==> src/rtl/wr_coalescer.sv <==
module wr_coalescer #(
  parameter int AW = 16
) (
  input  logic          clk,
  input  logic          rst_n,
  input  logic          wr_req,
  input  logic [AW-1:0] wr_addr,
  input  logic [7:0]    wr_data,
  output logic          wr_ack,
  input  logic          mem_idle,
  output logic          mem_req,
  output logic [AW-4:0] mem_row,
  output logic [1:0]    mem_col,
  output logic [2:0]    mem_idx,
  output logic [7:0]    mem_data,
  output logic          mem_be,
  output logic          mem_last,
  input  logic          mem_beat,
  input  logic          mem_done,
  output logic [AW-4:0] buf_row,
  output logic [7:0]    buf_pend
);
  localparam int RW = AW - 3;
  localparam logic [1:0] S_IDLE = 2'd0;
  localparam logic [1:0] S_XFER = 2'd1;
  localparam logic [1:0] S_WAIT = 2'd2;

  logic [1:0]    st;
  logic [RW-1:0] row;
  logic [7:0]    pend;
  logic [63:0]   dat;
  logic [2:0]    pos;
  logic [1:0]    col;
  logic          ok;
  logic [1:0]    lo_w;

  wire [RW-1:0] in_row   = wr_addr[AW-1:3];
  wire [2:0]    in_b     = wr_addr[2:0];
  wire          same     = (in_row == row);
  wire [7:0]    above    = pend & (8'hFE << pos);
  wire          end_beat = mem_beat && mem_last;

  assign mem_last = (st == S_XFER) && pos[0] && (above == 8'h00);

  always_comb begin
    case (st)
      S_IDLE:  ok = (pend == 8'h00) || same;
      S_XFER:  ok = same && !end_beat && ((in_b > pos) || ((in_b == pos) && !mem_beat));
      default: ok = 1'b0;
    endcase
  end

  assign wr_ack = wr_req && ok;

  wire [7:0] bit_in   = 8'b1 << in_b;
  wire [7:0] pend_nxt = pend | (wr_ack ? bit_in : 8'h00);
  wire       go       = (st == S_IDLE) && (pend != 8'h00) && mem_idle;

  always_comb begin
    lo_w = 2'd3;
    for (int w = 3; w >= 0; w--)
      if (|pend_nxt[2*w +: 2]) lo_w = 2'(w);
  end

  always_ff @(posedge clk) begin
    if (!rst_n) begin
      st   <= S_IDLE;
      row  <= '0;
      pend <= '0;
      dat  <= '0;
      pos  <= '0;
      col  <= '0;
    end else begin
      if (wr_ack) begin
        row               <= in_row;
        dat[8*in_b +: 8]  <= wr_data;
      end
      pend <= pend_nxt;
      case (st)
        S_IDLE: if (go) begin
          st  <= S_XFER;
          col <= lo_w;
          pos <= {lo_w, 1'b0};
        end
        S_XFER: if (mem_beat) begin
          if (mem_last) st <= S_WAIT;
          else          pos <= pos + 3'd1;
        end
        S_WAIT: if (mem_done) begin
          st   <= S_IDLE;
          pend <= '0;
        end
        default: st <= S_IDLE;
      endcase
    end
  end

  assign mem_req  = (st == S_XFER);
  assign mem_row  = row;
  assign mem_col  = col;
  assign mem_idx  = pos;
  assign mem_data = dat[8*pos +: 8];
  assign mem_be   = pend[pos];
  assign buf_row  = row;
  assign buf_pend = pend;
endmodule

==> config.mk <==
export PLATFORM = sky130hd
export DESIGN_NAME = wr_coalescer
export DESIGN_NICKNAME = d
export VERILOG_FILES = /design/src/rtl/wr_coalescer.sv
export SDC_FILE = /design/constraint.sdc
export NUM_CORES = 1
export LEC_CHECK = 0
export BUFFER_PORTS_ARGS = -buffer_cell sky130_fd_sc_hd__buf_2
export CAP_MARGIN = 20
export CORE_ASPECT_RATIO = 0.75
export CORE_MARGIN = 2
export CORE_UTILIZATION = 50
export CTS_CLUSTER_DIAMETER = 100
export DETAILED_ROUTE_END_ITERATION = 8
export GPL_ROUTABILITY_DRIVEN = 0
export GPL_TIMING_DRIVEN = 0
export MAX_ROUTING_LAYER = met4
export PLACE_DENSITY = 0.69
export SLEW_MARGIN = 20
export SYNTH_ARGS = -nofsm -noshare
export SYNTH_HDL_FRONTEND = slang
export SYNTH_SLANG_ARGS = --single-unit
export TNS_END_PERCENT = 50
==> constraint.sdc <==
create_clock -name clk -period 4.8 [get_ports clk]
set_clock_uncertainty 0.2 [all_clocks]
set_input_delay 0.96 -clock clk [delete_from_list [all_inputs] [get_ports clk]]
set_output_delay 0.96 -clock clk [all_outputs]
set_load 0.02 [all_outputs]
-- Yosys cells after proc, flatten, opt, wreduce, memory -nomap -nowiden
Cells that the tools add are included.
- add/sub/neg operators: 2
- magnitude comparators: 2
- equal/unequal tests: 9
- shifts and indexed selects: 5
- multiplexer cells: 19
- bitwise operators: 2
- reductions and logical operators: 24
- operators by type and width (kind ; number):
    $bwmux W64 ; 1
    $shift A8 B34 Y64 const A ; 1
    $shiftx A64 B7 Y8 ; 1
    $shiftx A8 B34 Y64 ; 1
    $neg A6 Y34 ; 1
    $mux W8 ; 3
    $logic_not A8 Y1 ; 2
    $eq A13 B13 Y1 ; 1
    $mux W2 ; 6
    $logic_and A1 B1 Y1 ; 9
    $mux W3 ; 3
    $and A8 B8 Y8 ; 1
    $or A8 B8 Y8 ; 1
    $reduce_and A4 Y1 ; 2
    $reduce_bool A8 Y1 ; 1
    $shl A1 B3 Y8 const A ; 1
    $shl A8 B3 Y8 const A ; 1
    $ne A2 B2 Y1 const B ; 3
    $pmux W2 S3 ; 1
    $pmux W3 S2 ; 1
    $reduce_or A2 Y1 ; 3
    $lt A3 B4 Y1 const B ; 1
    $ne A2 B1 Y1 const B ; 2
    $add A3 B1 Y3 const B ; 1
    other kinds (12) ; 15
- register bits after elaboration: 92
- input port bits: 30
- output and inout bits: 51
- logic and storage cells: 69

-- Logic depth before layout (Yosys ltp)
- depth in word-level cells: 18
- gate-level depth with buffers: 14
- gate-level depth less buffers: 10

-- Least setup slack after synthesis
OpenSTA, ideal clock, no wires.
- path type: register to output
- from: reg pos[1] (netlist: mem_idx[1])
- to: out wr_ack
- arrival: 2.940 ns
- required time: 3.640 ns
- setup slack: 0.700 ns
- cell stages (with the launch flop): 13
- buffers on the path: 4
- cell sequence: dfxtp_1 -> buf_1 -> buf_1 -> inv_1 -> ha_1 -> a21boi_0 -> o2111ai_1 -> nor2_1 -> nand3_1 -> nand2_1 -> nor2_4 -> buf_8 -> buf_6
- longest elaborated chain between the ends: 10
- elaborated cells between the ends (all ways): 14
- classes of those cells: 1 x order compare; 1 x eq/ne; 1 x shift; 1 x mux; 1 x bitwise; 9 x reduce/logical
- ends and longest elaborated chain (element ; line ; text):
    from (decl) ; 32 ; logic [2:0] pos;
    from (signal assigned) ; 83 ; pos <= {lo_w, 1'b0};
    from (signal assigned) ; 87 ; else pos <= pos + 3'd1;
    $shl A8 B3 Y8 ; 40 ; wire [7:0] above = pend & (8'hFE << pos);
    $and A8 B8 Y8 ; 40 ;
    $logic_not A8 Y1 ; 43 ; assign mem_last = (st == S_XFER) && pos[0] && (above == 8'h00);
    $logic_and A1 B1 Y1 ; 43 ;
    net mem_last ; 17 ; output logic mem_last,
    $logic_and A1 B1 Y1 ; 41 ; wire end_beat = mem_beat && mem_last;
    $logic_not A1 Y1 ; 48 ; S_XFER: ok = same && !end_beat && ((in_b > pos) || ((in_b == pos) && !mem_beat));
    $logic_and A1 B1 Y1 (2 in a row) ; 48 ;
    $pmux W1 S2 ; 46 ; case (st)
    $logic_and A1 B1 Y1 ; 53 ; assign wr_ack = wr_req && ok;
    to (decl) ; 9 ; output logic wr_ack,
The timed path passes the listed nets, and every way through them passes these cells.

-- Worst setup path in the final report
- from: reg pos[1] (netlist: mem_idx[1])
- to: out wr_ack
- longest elaborated chain between the ends: 10
- elaborated cells between the ends (all ways): 14
- classes of those cells: 1 x order compare; 1 x eq/ne; 1 x shift; 1 x mux; 1 x bitwise; 9 x reduce/logical
- ends and longest elaborated chain (element ; line):
    $shl A8 B3 Y8 ; 40
    $and A8 B8 Y8 ; 40
    $logic_not A8 Y1 ; 43
    $logic_and A1 B1 Y1 ; 43
    $logic_and A1 B1 Y1 ; 41
    $logic_not A1 Y1 ; 48
    $logic_and A1 B1 Y1 ; 48
    $logic_and A1 B1 Y1 (*) ; 48
    $pmux W1 S2 (*) ; 46
    $logic_and A1 B1 Y1 (*) ; 53
Every way passes the cells marked *; elsewhere a longest branch is shown, timed or not.

==> reports/qor.yml <==
status: "finished clean"
overflow: 0
design.portCount: 81
grt_pass1_wl_mm: 21.69
die_w_um: 118.1
grt_start_max_net_pins: 16
critPathArrivalTime_ns: 3.25
filler_cell_count: 851
yosys.area.top_type_share_pct: 37.73
synth_area_leaders: "dfxtp_1 38%, mux2i_1 13%, nand2_1 11%"
clock_latency_ns: 0.34
synth.yosys.seq_area_share_pct: 37.73
min_path_type: "reg -> reg"
numCtsBuffers: 9
ctsHoldBuffers: 0
die_y_um: 89.57
yosys.area.top_type: "dfxtp_1"
final_nets: 665
placed_cell_area_um2: 5446
cp-end-kind: "output pin"
async_flop_share_pct: 0
leakagePower_nw: 2.619
post-cts-setup-buffers: 0
dpl_worst_slack_ns: 0.1399
startpoint: "mem_idx[1]"
path_class: "reg -> out"
wl_met2_mm: 5.939
netlist_area_um2: 4881
max_slew.worst_pin.slew_ns: 0.9810
synth_edf_count: 0
syn_avg_cell_area_um2: 9.157
wl_mm: 13.37
first_iter_violations: 358
synth_ff_type: "dfxtp_1"
final_max_slew_viol_count: 0
dr.pass1.iters: 5
cts.sinks: 92
dp_hpwl_mm: 9.851
vdd_drop_max_mv: 0.1657
wl_met3_mm: 1.036
mostFrequentLayoutCell: "nand2_1"
finalCriticalPeriod_ns: 4.409
cp-endpoint: "wr_ack"
min_from: "dat[49]"
row_count: 31
wire_per_inst_um: 17.59
drc: 0
hold_slack_ns: 0.2591
cp_max_fo: 19
final_antenna_net_count: 0
initial_utilization_pct: 50.95
finalCritPeriodShare_pct: 91.86
synth_seq_cells: 92
num_antenna_cells: 0
total_power_mw: 1.942
powerDensity_nw_per_um2: 337.8
rr_startpoint: "mem_idx[1]"
cts_tree: "done"
rsz0062_at_grt: "no"
fmax_mhz: 226.8
reg2reg_to: "mem_idx[2]"
drive_gt1_share_pct: 23.41
clk_pin_slew_ns: 0.07
required_ns: 3.64
syn_nets: 575
placedCellCount: 745
area_growth_pct: 17.76
slew_headroom_pct: 34.60
drv_cap: 0
start_kind: "flip-flop"
htree_levels: 3
cts_buffer_depth: 2
met1_length_mm: 6.250
finalCoreUtilization_pct: 60.00
port_buffers: 80
worst-r2r-cell-count: 12
die-area_um2: 10580
maxUsedRoutingLayer: "met4"
netlist_instances: 533
antenna_found_initial: 0
vias: 4251
hold_violations: 0
yosys.cell_types.count: 51
grt_pass1_vias: 4087
ys_warn_count: 0
worst-r2r-setup-slack_ns: 1.46
layoutNonFillerInstCount: 760
setup_viol: 0
core_area_um2: 9580
grt_use_total_pct: 27.51
via_per_inst: 5.593
setup_ws_ns: 0.3908
design_area_um2: 5748
layout_common_cells: "144 x nand2_1, 92 x dfxtp_1, 83 x buf_2, 64 x mux2i_1"
cts-root-buf: "clkbuf_16"
tns_ns: 0
[power by group]
group | switching (mW) | total (mW) | internal [mW]
Clock | 0.307 | 0.727 | 0.420
Sequential | 0.0300 | 0.820 | 0.790
Combinational | 0.249 | 0.395 | 0.146
Total | 0.586 | 1.94 | 1.36
[how the worst min path moves through the flow]
stage / to / slack [ns] / cells after the start
after floorplan: dat[8] / 0.23 / 2
after global placement: dat[8] / 0.24 / 2
after detailed placement: dat[12] / 0.25 / 2
after CTS: dat[12] / 0.26 / 2
after global routing: dat[51] / 0.27 / 2
final: dat[49] / 0.26 / 2
[worst max-delay path, cell delays in order (launching register included)]
cell and delay (ns):
dfxtp_1 0.49, buf_2 0.52, inv_1 0.13, ha_1 0.25, a21boi_0 0.17, o2111ai_1 0.19, nor2_1 0.16, nand3_1 0.16
nand2_1 0.25, nor2_4 0.10, buf_8 0.17, buf_6 0.15, buf_2 0.16
[cell usage after synthesis, types with 2 or more instances]
| library cell | count |
|---|---|
| nand3_1 | 19 |
| nand3b_1 | 2 |
| a21boi_0 | 18 |
| nand2_1 | 144 |
| nor2b_1 | 3 |
| nor2_1 | 15 |
| dfxtp_1 | 92 |
| a31oi_1 | 6 |
| nor3_1 | 7 |
| nand4b_4 | 2 |
| xor2_1 | 5 |
| a211oi_1 | 3 |
| xnor2_1 | 8 |
| mux4_2 | 18 |
| mux2i_1 | 64 |
| nor4_1 | 4 |
| buf_1 | 6 |
| buf_4 | 16 |
| a21oi_1 | 7 |
| ha_1 | 12 |
| o21ai_0 | 18 |
| nand4_1 | 4 |
| inv_1 | 8 |
| buf_2 | 2 |
| buf_6 | 3 |
| clkbuf_1 | 18 |
| nand3_4 | 2 |
| nand2b_1 | 4 |
[repair_timing]
item	4_1_cts	5_1_grt
gates cloned	0	0
setup endpoints to repair	1	1
gates resized for setup	1	2
[area by class of cell]
class,count,area [um2],area share [%]
inverter,9,33.78,0.5877
timing repair buffer,80,400.4,6.966
clock buffer,11,242.7,4.223
buffer,45,267.8,4.658
multi-input combinational,386,2736,47.61
clock inverter,5,60.06,1.045
tap,132,165.2,2.873
sequential,92,1842,32.04
[routing by layer]
metal  vias to the layer above  global-route usage [%]
met5                         -                       -
met4                         0                   6.900
met3                        13                   5.867
met2                       177                   42.77
met1                      2047                   36.87
li1                       2014                       -
[cell families after synthesis]
| group | share of synthesized area [%] |
|---|---|
| buffers and inverters | 6.203 |
| multiplexers | 21.43 |
| flip-flops | 37.73 |
| adder cells (fa/ha/maj) | 3.076 |
| XOR/XNOR | 2.333 |
| AO/OA/AOI/OAI | 8.332 |
| AND/OR/NAND/NOR | 20.89 |
[sequential cells by signal (all words and copies together), names as in the netlist]
register  flops
buf_pend      8
mem_idx       3
buf_row      13
dat          64
st            2
mem_col       2
Note: power is estimated with default switching activity, not from simulation.
